## src/rtl/sw_phy_pkg.sv

```systemverilog
package sw_phy_pkg;

    typedef enum logic [2:0] {
        ST_IDLE,
        ST_SLOT,
        ST_RD_DRIVE,
        ST_WAIT_HIGH,
        ST_RST_LOW,
        ST_PPD,
        ST_PRESENCE,
        ST_PP_REL
    } phy_state_t;

    function automatic int us_to_cyc(input int clk_hz, input int us);
        return (clk_hz / 1000000) * us;
    endfunction

endpackage

```

## src/rtl/sw_bus_filter.sv

```systemverilog
module sw_bus_filter #(
    parameter int GL_CYC = 4
) (
    input  logic clk,
    input  logic rst_n,
    input  logic raw_in,
    output logic clean
);
    localparam int CW = $clog2(GL_CYC + 1) + 1;

    logic       meta, sync;
    logic [CW-1:0] cnt;

    always_ff @(posedge clk or negedge rst_n) begin
        if (!rst_n) begin
            meta <= 1'b1;
            sync <= 1'b1;
        end else begin
            meta <= raw_in;
            sync <= meta;
        end
    end

    always_ff @(posedge clk or negedge rst_n) begin
        if (!rst_n) begin
            clean <= 1'b1;
            cnt   <= '0;
        end else if (sync == clean) begin
            cnt <= '0;
        end else if (cnt == CW'(GL_CYC - 1)) begin
            clean <= sync;
            cnt   <= '0;
        end else begin
            cnt <= cnt + 1'b1;
        end
    end
endmodule

```

## src/rtl/sw_low_meter.sv

```systemverilog
module sw_low_meter #(
    parameter int LIMIT_CYC = 960
) (
    input  logic clk,
    input  logic rst_n,
    input  logic line,
    output logic limit_hit
);
    localparam int LW = $clog2(LIMIT_CYC + 1) + 1;

    logic [LW-1:0] low_cnt;

    always_ff @(posedge clk or negedge rst_n) begin
        if (!rst_n)
            low_cnt <= '0;
        else if (line)
            low_cnt <= '0;
        else if (low_cnt != LW'(LIMIT_CYC))
            low_cnt <= low_cnt + 1'b1;
    end

    assign limit_hit = !line && (low_cnt == LW'(LIMIT_CYC - 1));
endmodule

```

## src/rtl/sw_slave_phy.sv

```systemverilog
module sw_slave_phy
    import sw_phy_pkg::*;
#(
    parameter int CLK_HZ  = 4000000,
    parameter int RST_US  = 240,
    parameter int PPD_US  = 30,
    parameter int PP_US   = 120,
    parameter int SAMP_US = 30,
    parameter int RDH_US  = 30
) (
    input  logic clk,
    input  logic rst_n,
    input  logic bus_in,
    output logic bus_pull,
    input  logic rd_slot,
    input  logic rd_bit,
    output logic bit_valid,
    output logic bit_val,
    output logic rd_req,
    output logic rst_seen
);
    localparam int GL_CYC   = us_to_cyc(CLK_HZ, 1);
    localparam int RST_CYC  = us_to_cyc(CLK_HZ, RST_US);
    localparam int PPD_CYC  = us_to_cyc(CLK_HZ, PPD_US);
    localparam int PP_CYC   = us_to_cyc(CLK_HZ, PP_US);
    localparam int SAMP_CYC = us_to_cyc(CLK_HZ, SAMP_US);
    localparam int RDH_CYC  = us_to_cyc(CLK_HZ, RDH_US);
    localparam int MAX1     = (PP_CYC > PPD_CYC) ? PP_CYC : PPD_CYC;
    localparam int MAX2     = (SAMP_CYC > RDH_CYC) ? SAMP_CYC : RDH_CYC;
    localparam int TMAX     = (MAX1 > MAX2) ? MAX1 : MAX2;
    localparam int TW       = $clog2(TMAX + 1) + 1;

    logic          line;
    logic          rst_hit;
    phy_state_t    state, state_n;
    logic [TW-1:0] tcnt;

    sw_bus_filter #(.GL_CYC(GL_CYC)) u_filter (
        .clk(clk), .rst_n(rst_n), .raw_in(bus_in), .clean(line)
    );

    sw_low_meter #(.LIMIT_CYC(RST_CYC)) u_meter (
        .clk(clk), .rst_n(rst_n), .line(line), .limit_hit(rst_hit)
    );

    // state register and state timer
    always_ff @(posedge clk or negedge rst_n) begin
        if (!rst_n) begin
            state <= ST_IDLE;
            tcnt  <= '0;
        end else begin
            state <= state_n;
            if (state_n != state)
                tcnt <= '0;
            else if (tcnt != '1)
                tcnt <= tcnt + 1'b1;
        end
    end

    // next-state logic
    always_comb begin
        state_n = state;
        unique case (state)
            ST_IDLE:
                if (!line)
                    state_n = !rd_slot ? ST_SLOT :
                              (rd_bit ? ST_WAIT_HIGH : ST_RD_DRIVE);
            ST_SLOT:
                if (tcnt == TW'(SAMP_CYC - 1)) state_n = ST_WAIT_HIGH;
            ST_RD_DRIVE:
                if (tcnt == TW'(RDH_CYC - 1)) state_n = ST_WAIT_HIGH;
            ST_WAIT_HIGH:
                if (line) state_n = ST_IDLE;
            ST_RST_LOW:
                if (line) state_n = ST_PPD;
            ST_PPD:
                if (tcnt == TW'(PPD_CYC - 1)) state_n = ST_PRESENCE;
            ST_PRESENCE:
                if (tcnt == TW'(PP_CYC - 1)) state_n = ST_PP_REL;
            ST_PP_REL:
                if (line) state_n = ST_IDLE;
            default:
                state_n = ST_IDLE;
        endcase
        if (rst_hit)
            state_n = ST_RST_LOW;
    end

    // outputs
    always_ff @(posedge clk or negedge rst_n) begin
        if (!rst_n) begin
            bit_valid <= 1'b0;
            bit_val   <= 1'b1;
            rd_req    <= 1'b0;
            rst_seen  <= 1'b0;
        end else begin
            bit_valid <= (state == ST_SLOT) && !rst_hit &&
                         (tcnt == TW'(SAMP_CYC - 1));
            if ((state == ST_SLOT) && (tcnt == TW'(SAMP_CYC - 1)))
                bit_val <= line;
            rd_req    <= (state == ST_IDLE) && !line && rd_slot && !rst_hit;
            rst_seen  <= rst_hit;
        end
    end

    assign bus_pull = (state == ST_PRESENCE) || (state == ST_RD_DRIVE);
endmodule

```

## config.mk

```make
export PLATFORM = sky130hd
export DESIGN_NAME = sw_slave_phy
export DESIGN_NICKNAME = d
export VERILOG_FILES = /design/src/rtl/sw_phy_pkg.sv /design/src/rtl/sw_bus_filter.sv /design/src/rtl/sw_low_meter.sv /design/src/rtl/sw_slave_phy.sv
export SDC_FILE = /design/constraint.sdc
export NUM_CORES = 1
export LEC_CHECK = 0
export BUFFER_PORTS_ARGS = -buffer_cell sky130_fd_sc_hd__buf_2
export CAP_MARGIN = 20
export CORE_MARGIN = 5
export CORE_UTILIZATION = 54
export CTS_CLUSTER_DIAMETER = 120
export CTS_CLUSTER_SIZE = 12
export DETAILED_ROUTE_END_ITERATION = 16
export PLACE_DENSITY = 0.75
export SLEW_MARGIN = 20
export SYNTH_ARGS = -nofsm -noshare
export SYNTH_HDL_FRONTEND = slang
export SYNTH_SLANG_ARGS = --single-unit
```

## constraint.sdc

```tcl
create_clock -name clk -period 2.1 [get_ports clk]
set_input_delay 0.315 -clock clk [delete_from_list [all_inputs] [get_ports clk]]
set_output_delay 0.315 -clock clk [all_outputs]
set_load 0.01 [all_outputs]
```

==> results of run 1 <==
[logic make-up (layout without fill, tap and decap cells)]
family / count (synthesis) / after routing / synth area share
and+or+nand+nor: 96 / 96 / 0.274
DFF: 35 / 35 / 0.489
AOI/OAI and AO/OA: 22 / 22 / 0.0979
buffers and inverters: 14 / 52 / 0.0298
xor gates and xnor gates: 12 / 12 / 0.0583
adders and majority gates: 4 / 4 / 0.0278
muxes: 4 / 4 / 0.0236
[critical path, stage by stage (launching register included)]
cell	delay, ps
dfrtp_1	400
or4b_4	530
or4_4	470
and3_4	200
o311ai_4	380
buf_6	190
nor3_2	50
[state kept, by name, summed over array words and instances (netlist names)]
name             cells
bit_valid            1
u_filter.meta        1
rst_seen             1
state                3
u_meter.low_cnt     11
tcnt                10
u_filter.cnt         4
rd_req               1
u_filter.sync        1
bit_val              1
u_filter.clean       1
[through the flow]
| stage | instances | worst slack, ps |
|---|---|---|
| 2_1_floorplan | 187 | -146 |
| 3_3_place_gp | 260 | -235 |
| 3_5_place_dp | 260 | -320 |
| 4_1_cts | 271 | -226 |
| 5_1_grt | 271 | -291 |
| 6_report | 271 | -230 |
[final timing paths]
path | start | to | depth (start not counted)
worst max-delay path | u_meter.low_cnt[6] | tcnt[0] | 6
worst min-delay path | rst_n | bit_valid | 1
worst max register to register | u_meter.low_cnt[6] | tcnt[0] | 6
worst min register to register | u_filter.meta | u_filter.sync | 0
max in group asynchronous | rst_n | tcnt[9] | 1
min in group clk | bus_in | u_filter.meta | 1
[repair_timing]
action,in CTS,in global routing
endpoints found under the setup margin,10,10
gates resized for setup,12,8
cloned,0,0
buffers inserted,3,0
pin swaps,4,2
[area by class of cell]
| type | count | share of cell area |
|---|---|---|
| clock buffers | 5 | 0.0163 |
| well taps | 46 | 0.0250 |
| repair buffers | 35 | 0.111 |
| clock inverters | 3 | 0.0294 |
| flip-flops and latches | 35 | 0.383 |
| multi-input cells | 138 | 0.421 |
| inverters | 9 | 0.0147 |
[layer usage]
layer  share of wire  track usage
met5               0            0
met4           0.028       0.0819
met3           0.051       0.0566
met2            0.52        0.355
met1            0.40        0.220
[where the power goes]
part / total [mW] / switching (mW) / internal, mW
combinational: 1.06 / 0.553 / 0.505
clock: 0.611 / 0.241 / 0.370
sequential: 0.909 / 0.120 / 0.789
total: 2.58 / 0.913 / 1.66
[layout by cell type (no fill, tap or decap), types with 3 or more instances in the layout]
cell type,Yosys,layout
a21oi_1,4,4
and3_1,4,3
buf_2,1,9
buf_4,0,22
buf_6,0,4
clkbuf_4,0,5
dfrtp_1,31,31
dfstp_2,4,4
ha_1,4,4
inv_1,9,9
nand2_1,15,15
nand3_1,15,15
nor2_1,25,25
nor2b_1,3,3
nor3_1,13,6
nor3_2,0,6
nor4_1,4,4
o21ai_0,6,6
xnor2_1,6,6
xor2_1,6,6
==> out/metrics.yaml, run 1 <==
sta:
  fmax_ghz: 0.429
  skew_ps: 13.2
  final-setup-viol-count: 10
  timing.final.crit_share: 1.11
  timing.hold.ws_ps: 17.1
  finalHoldViolCount: 0
  finalWorstSetupSlack_ps: -230
  rsz0062_at_grt: "true"
  slew_viol_final: 0
  maxSlewHeadroom: 0.499
  fin_tns_setup_ps: -2130
  fin_crit_ps: 2330
  tightest_slew_ps: 751
placed_design:
  dpl.hpwl_um: 2720
  place_area_mm2: 0.00206
  port_buffers: 9
  gp_congestion: 0.955
global_routing:
  grt_pass1_vias: 1602
  grt_max_degree: 36
  grt_pass1_wl_um: 6900
  grt_overflow: 0
  antenna_found_initial: 0
  grt_usage: 0.199
logic_synthesis:
  synth_edf_count: 0
  yosysTopAreaCell: "dfrtp_1"
  yosys.cell_types.count: 42
  yosysTopAreaCellShare: 0.430
  seq_area_frac_synth: 0.489
  synth_area_leaders: "dfrtp_1 43%, dfstp_2 5.8%, nor2_1 5.2%"
  avgSynthCellArea_um2: 9.64
  synth_seq_cells: 35
  synth_area_mm2: 0.00180
  ys.flop_type: "dfrtp_1"
  synth_most_common_cell: "dfrtp_1"
  synth_nets: 196
  async_flop_share: 1.00
  yosys-top-cells-count: "31 x dfrtp_1, 25 x nor2_1, 15 x nand2_1, 15 x nand3_1, 13 x nor3_1"
  synthCells: 187
  yosysWarnings: 0
clock_tree:
  cts_tree: "built"
  cts_sinks: 35
  cts_made_buffers: 5
  cts-htree-levels: 2
  clockRootBuffer: "clkbuf_4"
  cts_max_path_buffers: 2
  cts.clk_slew.worst_paths_ps: 120
  hold_buffers: 0
  clk_latency_ps: 350
route:
  vias_per_cell: 5.89
  wire_per_inst_um: 15.0
  drtPass1Iterations: 4
  via_count: 1595
  wl_um: 4060
  route.detailed.drc: 0
  drt_iter0_markers: 188
  antenna_left: 0
cells_and_area:
  antenna_cells: 0
  final_core_util: 0.701
  drive_gt1_frac: 0.302
  multi_input_area_um2: 968
  syn_to_final_growth_pct: 27.6
  seq_area_um2: 881
  fillers: 239
  design_area_mm2: 0.00230
  fin_nets: 233
floorplan:
  row_count: 21
  die_y_um: 67.8
  core_area_mm2: 0.00328
  ioPinCount: 10
  initial_core_util: 0.549
  die-area_mm2: 0.00459
  die_w_um: 67.8
pwr:
  power.total_mw: 2.58
  vdd_drop_max_mv: 0.627
  p_leak_nw: 1.00
  power_density_mw_per_mm2: 1120
worst_setup_path:
  rrSetupSlack_ps: -230
  required_ps: 2330
  crit_path_end_kind: "flop"
  crit_type: "reg -> reg"
  cp_max_fo: 5
  arrival_ps: 2560
  worst_setup_path_start_kind: "flop"
min_path:
  min_path_type: "in -> async"
outcome:
  status: "finished, violations left"
  violations: "setup timing"
run:
  drv_cap: 0
Note: power is estimated with default switching activity, not from simulation.
==> run 2: changes to the inputs <==
PLACE_DENSITY = 0.74   (was 0.75)
SYNTH_HIERARCHICAL = 1   (was unset)
==> out/metrics.yaml, run 2 <==
outcome:
  status: "finished, violations left"
  violations: "setup timing"
pwr:
  p_int_mw: 1.13  # -32%
  power_density_mw_per_mm2: 697  # -38%
  pwr-share-comb: 0.226  # -0.184
  p_leak_nw: 0.978  # -2.6%
  vdd_drop_max_mv: 0.569  # -9.2%
  p_seq_frac: 0.483  # +0.130
  switching_share: 0.308  # -0.0460
  switching_power_mw: 0.505  # -45%
  power.share.clock: 0.290  # +0.053
sta:
  timing.final.crit_share: 1.02  # -0.0904
  skew_ps: 13.1  # -0.0330 ps
  final-setup-viol-count: 3  # -7
  rsz0062_at_grt: "true"
  fin_tns_setup_ps: -79.8  # +2050 ps
  finalHoldViolCount: 0  # unchanged
  tightest_slew_ps: 751  # -0.0154 ps
  fmax_ghz: 0.467  # +8.9%
  maxSlewHeadroom: 0.500  # about the same
  finalWorstSetupSlack_ps: -39.7  # +190 ps
  fin_crit_ps: 2140  # -190 ps
  slew_viol_final: 0  # unchanged
worst_setup_path:
  cp_max_fo: 10  # +5
  required_ps: 2280  # -50 ps
  crit_path_end_kind: "flop"
  crit_type: "reg -> reg"
  arrival_ps: 2320  # -240 ps
  worst_setup_path_start_kind: "flop"
floorplan:
  die-area_mm2: 0.00498  # +8.4%
  initial_core_util: 0.549  # about the same
  row_count: 22  # +4.8%
  die_y_um: 70.6  # +4.1%
  die_w_um: 70.6  # +4.1%
  ioPinCount: 10  # unchanged
  core_area_mm2: 0.00361  # +9.8%
global_routing:
  antenna_found_initial: 0  # unchanged
  grt_max_degree: 36  # unchanged
  grt_usage: 0.181  # -0.0180
  grt_overflow: 0  # unchanged
  grt_pass1_vias: 1582  # -1.2%
  grt_pass1_wl_um: 7240  # +4.9%
run:
  drv_cap: 0  # unchanged
cells_and_area:
  design_area_mm2: 0.00235  # +2.0%
  syn_to_final_growth_pct: 18.5
  regMostFlops: "u_meter/low_cnt"
  fin_nets: 222  # -4.7%
  drive_gt1_frac: 0.327  # +0.0249
  reg.largest.list: "u_meter/low_cnt x11, tcnt x10, u_filter/cnt x4"
  seq_area_um2: 881  # unchanged
  final_cell_mix: "31 x dfrtp_1, 15 x buf_4, 14 x nand3_1, 10 x a21oi_1"
  antenna_cells: 0  # unchanged
  multi_input_area_mm2: 0.00111  # +15%
  largest_reg_flops: 11  # unchanged
  layout_commonest_cell: "dfrtp_1"
  fillers: 283  # +18%
clock_tree:
  cts_tree: "built"
  cts-htree-levels: 2  # unchanged
  cts_max_path_buffers: 2  # unchanged
  hold_buffers: 0  # unchanged
  cts_sinks: 35  # unchanged
  cts_made_buffers: 5  # unchanged
  clk_latency_ps: 290  # -60 ps
  clockRootBuffer: "clkbuf_8"
  cts.clk_slew.worst_paths_ps: 80  # -40 ps
placed_design:
  gp_congestion: 0.798  # -16%
  port_buffers: 9  # unchanged
  place_area_mm2: 0.00219  # +6.4%
  pre_cts_slack_ps: -59.2  # +261 ps
  dpl.hpwl_um: 2790  # +2.4%
route:
  vias_per_cell: 5.93  # +0.71%
  drt_iter0_markers: 72  # -62%
  via_count: 1553  # -2.6%
  antenna_left: 0  # unchanged
  route.detailed.drc: 0  # unchanged
  wl_um: 4140  # +2.2%
  drtPass1Iterations: 5  # +1
  wire_per_inst_um: 15.8  # +5.7%
logic_synthesis:
  yosysWarnings: 6  # +6
  synth_nets: 193  # -1.5%
  synth_area_leaders: "dfrtp_1 39%, dfstp_2 5.3%, nand3_1 3.5%"
  synthCells: 184  # -1.6%
  yosysTopAreaCellShare: 0.392  # -0.0386
  seq_area_frac_synth: 0.445  # -0.0438
  yosysTopAreaCell: "dfrtp_1"
  ys.flop_type: "dfrtp_1"
  async_flop_share: 1.00  # unchanged
  yosys.cell_types.count: 61  # +45%
  avgSynthCellArea_um2: 10.8  # +12%
  synth_edf_count: 0  # unchanged
  synth_area_mm2: 0.00198  # +9.9%
  synth_most_common_cell: "dfrtp_1"
  yosys-top-cells-count: "31 x dfrtp_1, 14 x nand3_1, 10 x a21oi_1, 10 x nor2_1"
  synth_seq_cells: 35  # unchanged
min_path:
  min_path_type: "in -> async"
==> run 2: cell count changes after synthesis, sizes merged, moves of 4 or more <==
cell and delta:
xor2 -4, xnor2 -4, or3 +6, nand2 -6
nor2 -15, inv -4, a21oi +5
==> run 2: worst max-delay path: stages, from the launching register on <==
cell and delay (ps):
dfrtp_1 380, nand4b_1 200, or3_4 400, nor3_4 150, nor2_2 50, buf_4 130, buf_4 120, nand2_1 90
mux2i_4 80, buf_12 160, a2111oi_4 260
==> run 2: timing repair <==
item                                    4_1_cts  5_1_grt
gates resized for setup                       2        0
pin swaps                                     5        1
gates cloned                                  1        0
hold endpoints to repair                      0        0
buffers inserted                              2        3
endpoints found under the setup margin       10       10
==> run 2: cell type report <==
type / count / area share
flip-flops and latches: 35 / 0.375
multi-input cells: 140 / 0.474
inverters: 5 / 0.00800
repair buffers: 26 / 0.0805
well taps: 48 / 0.0256
clock buffers: 6 / 0.0309
clock inverters: 2 / 0.00533
==> run 2: stage by stage <==
stage	util	std cells	power [mW]	hold slack [ps]
finish	0.651	262	1.64	73.2
global route	0.651	262	1.74	117
CTS	0.641	259	1.65	108
detailed placement	0.609	248	1.17	354
global placement	0.609	248	1.15	347
floorplan	-	184	1.02	19.4
==> run 2: layer usage <==
metal | vias up | global-route usage | wire length, um
li1 | 750 | - | -
met1 | 755 | 0.228 | 1770
met2 | 39 | 0.300 | 2120
met3 | 9 | 0.0426 | 159
met4 | 0 | 0.0752 | 90
met5 | - | 0 | 0
==> run 2: logic make-up after synthesis <==
| family | Yosys count | synth area share |
|---|---|---|
| AO/OA/AOI/OAI | 36 | 0.131 |
| flip-flops | 35 | 0.445 |
| XOR/XNOR | 4 | 0.0177 |
| buffers and inverters | 10 | 0.0208 |
| AND/OR/NAND/NOR | 88 | 0.317 |
| adder cells (fa/ha/maj) | 4 | 0.0253 |
| multiplexers | 7 | 0.0430 |
==> run 2: final timing paths <==
path / slack (ps) / cells after the start / start / end
worst min-delay path: 70 / 1 / rst_n / u_meter/low_cnt[4]
min in group clk: 130 / 1 / bus_in / u_filter/meta
worst min register to register: 360 / 0 / u_filter/meta / u_filter/sync
worst max-delay path: -40 / 10 / u_meter/low_cnt[10] / tcnt[3]
max in group asynchronous: 1520 / 1 / rst_n / tcnt[6]
worst max register to register: -40 / 10 / u_meter/low_cnt[10] / tcnt[3]
==> run 2: power by group through the flow <==
stage                     clock (mW)  combinational [mW]  sequential, mW
after detailed placement           0               0.365           0.804
after floorplan                    0               0.194           0.830
after global routing           0.528               0.413           0.801
after global placement             0               0.352           0.798
after CTS                      0.490               0.370           0.790
final                          0.475               0.371           0.791
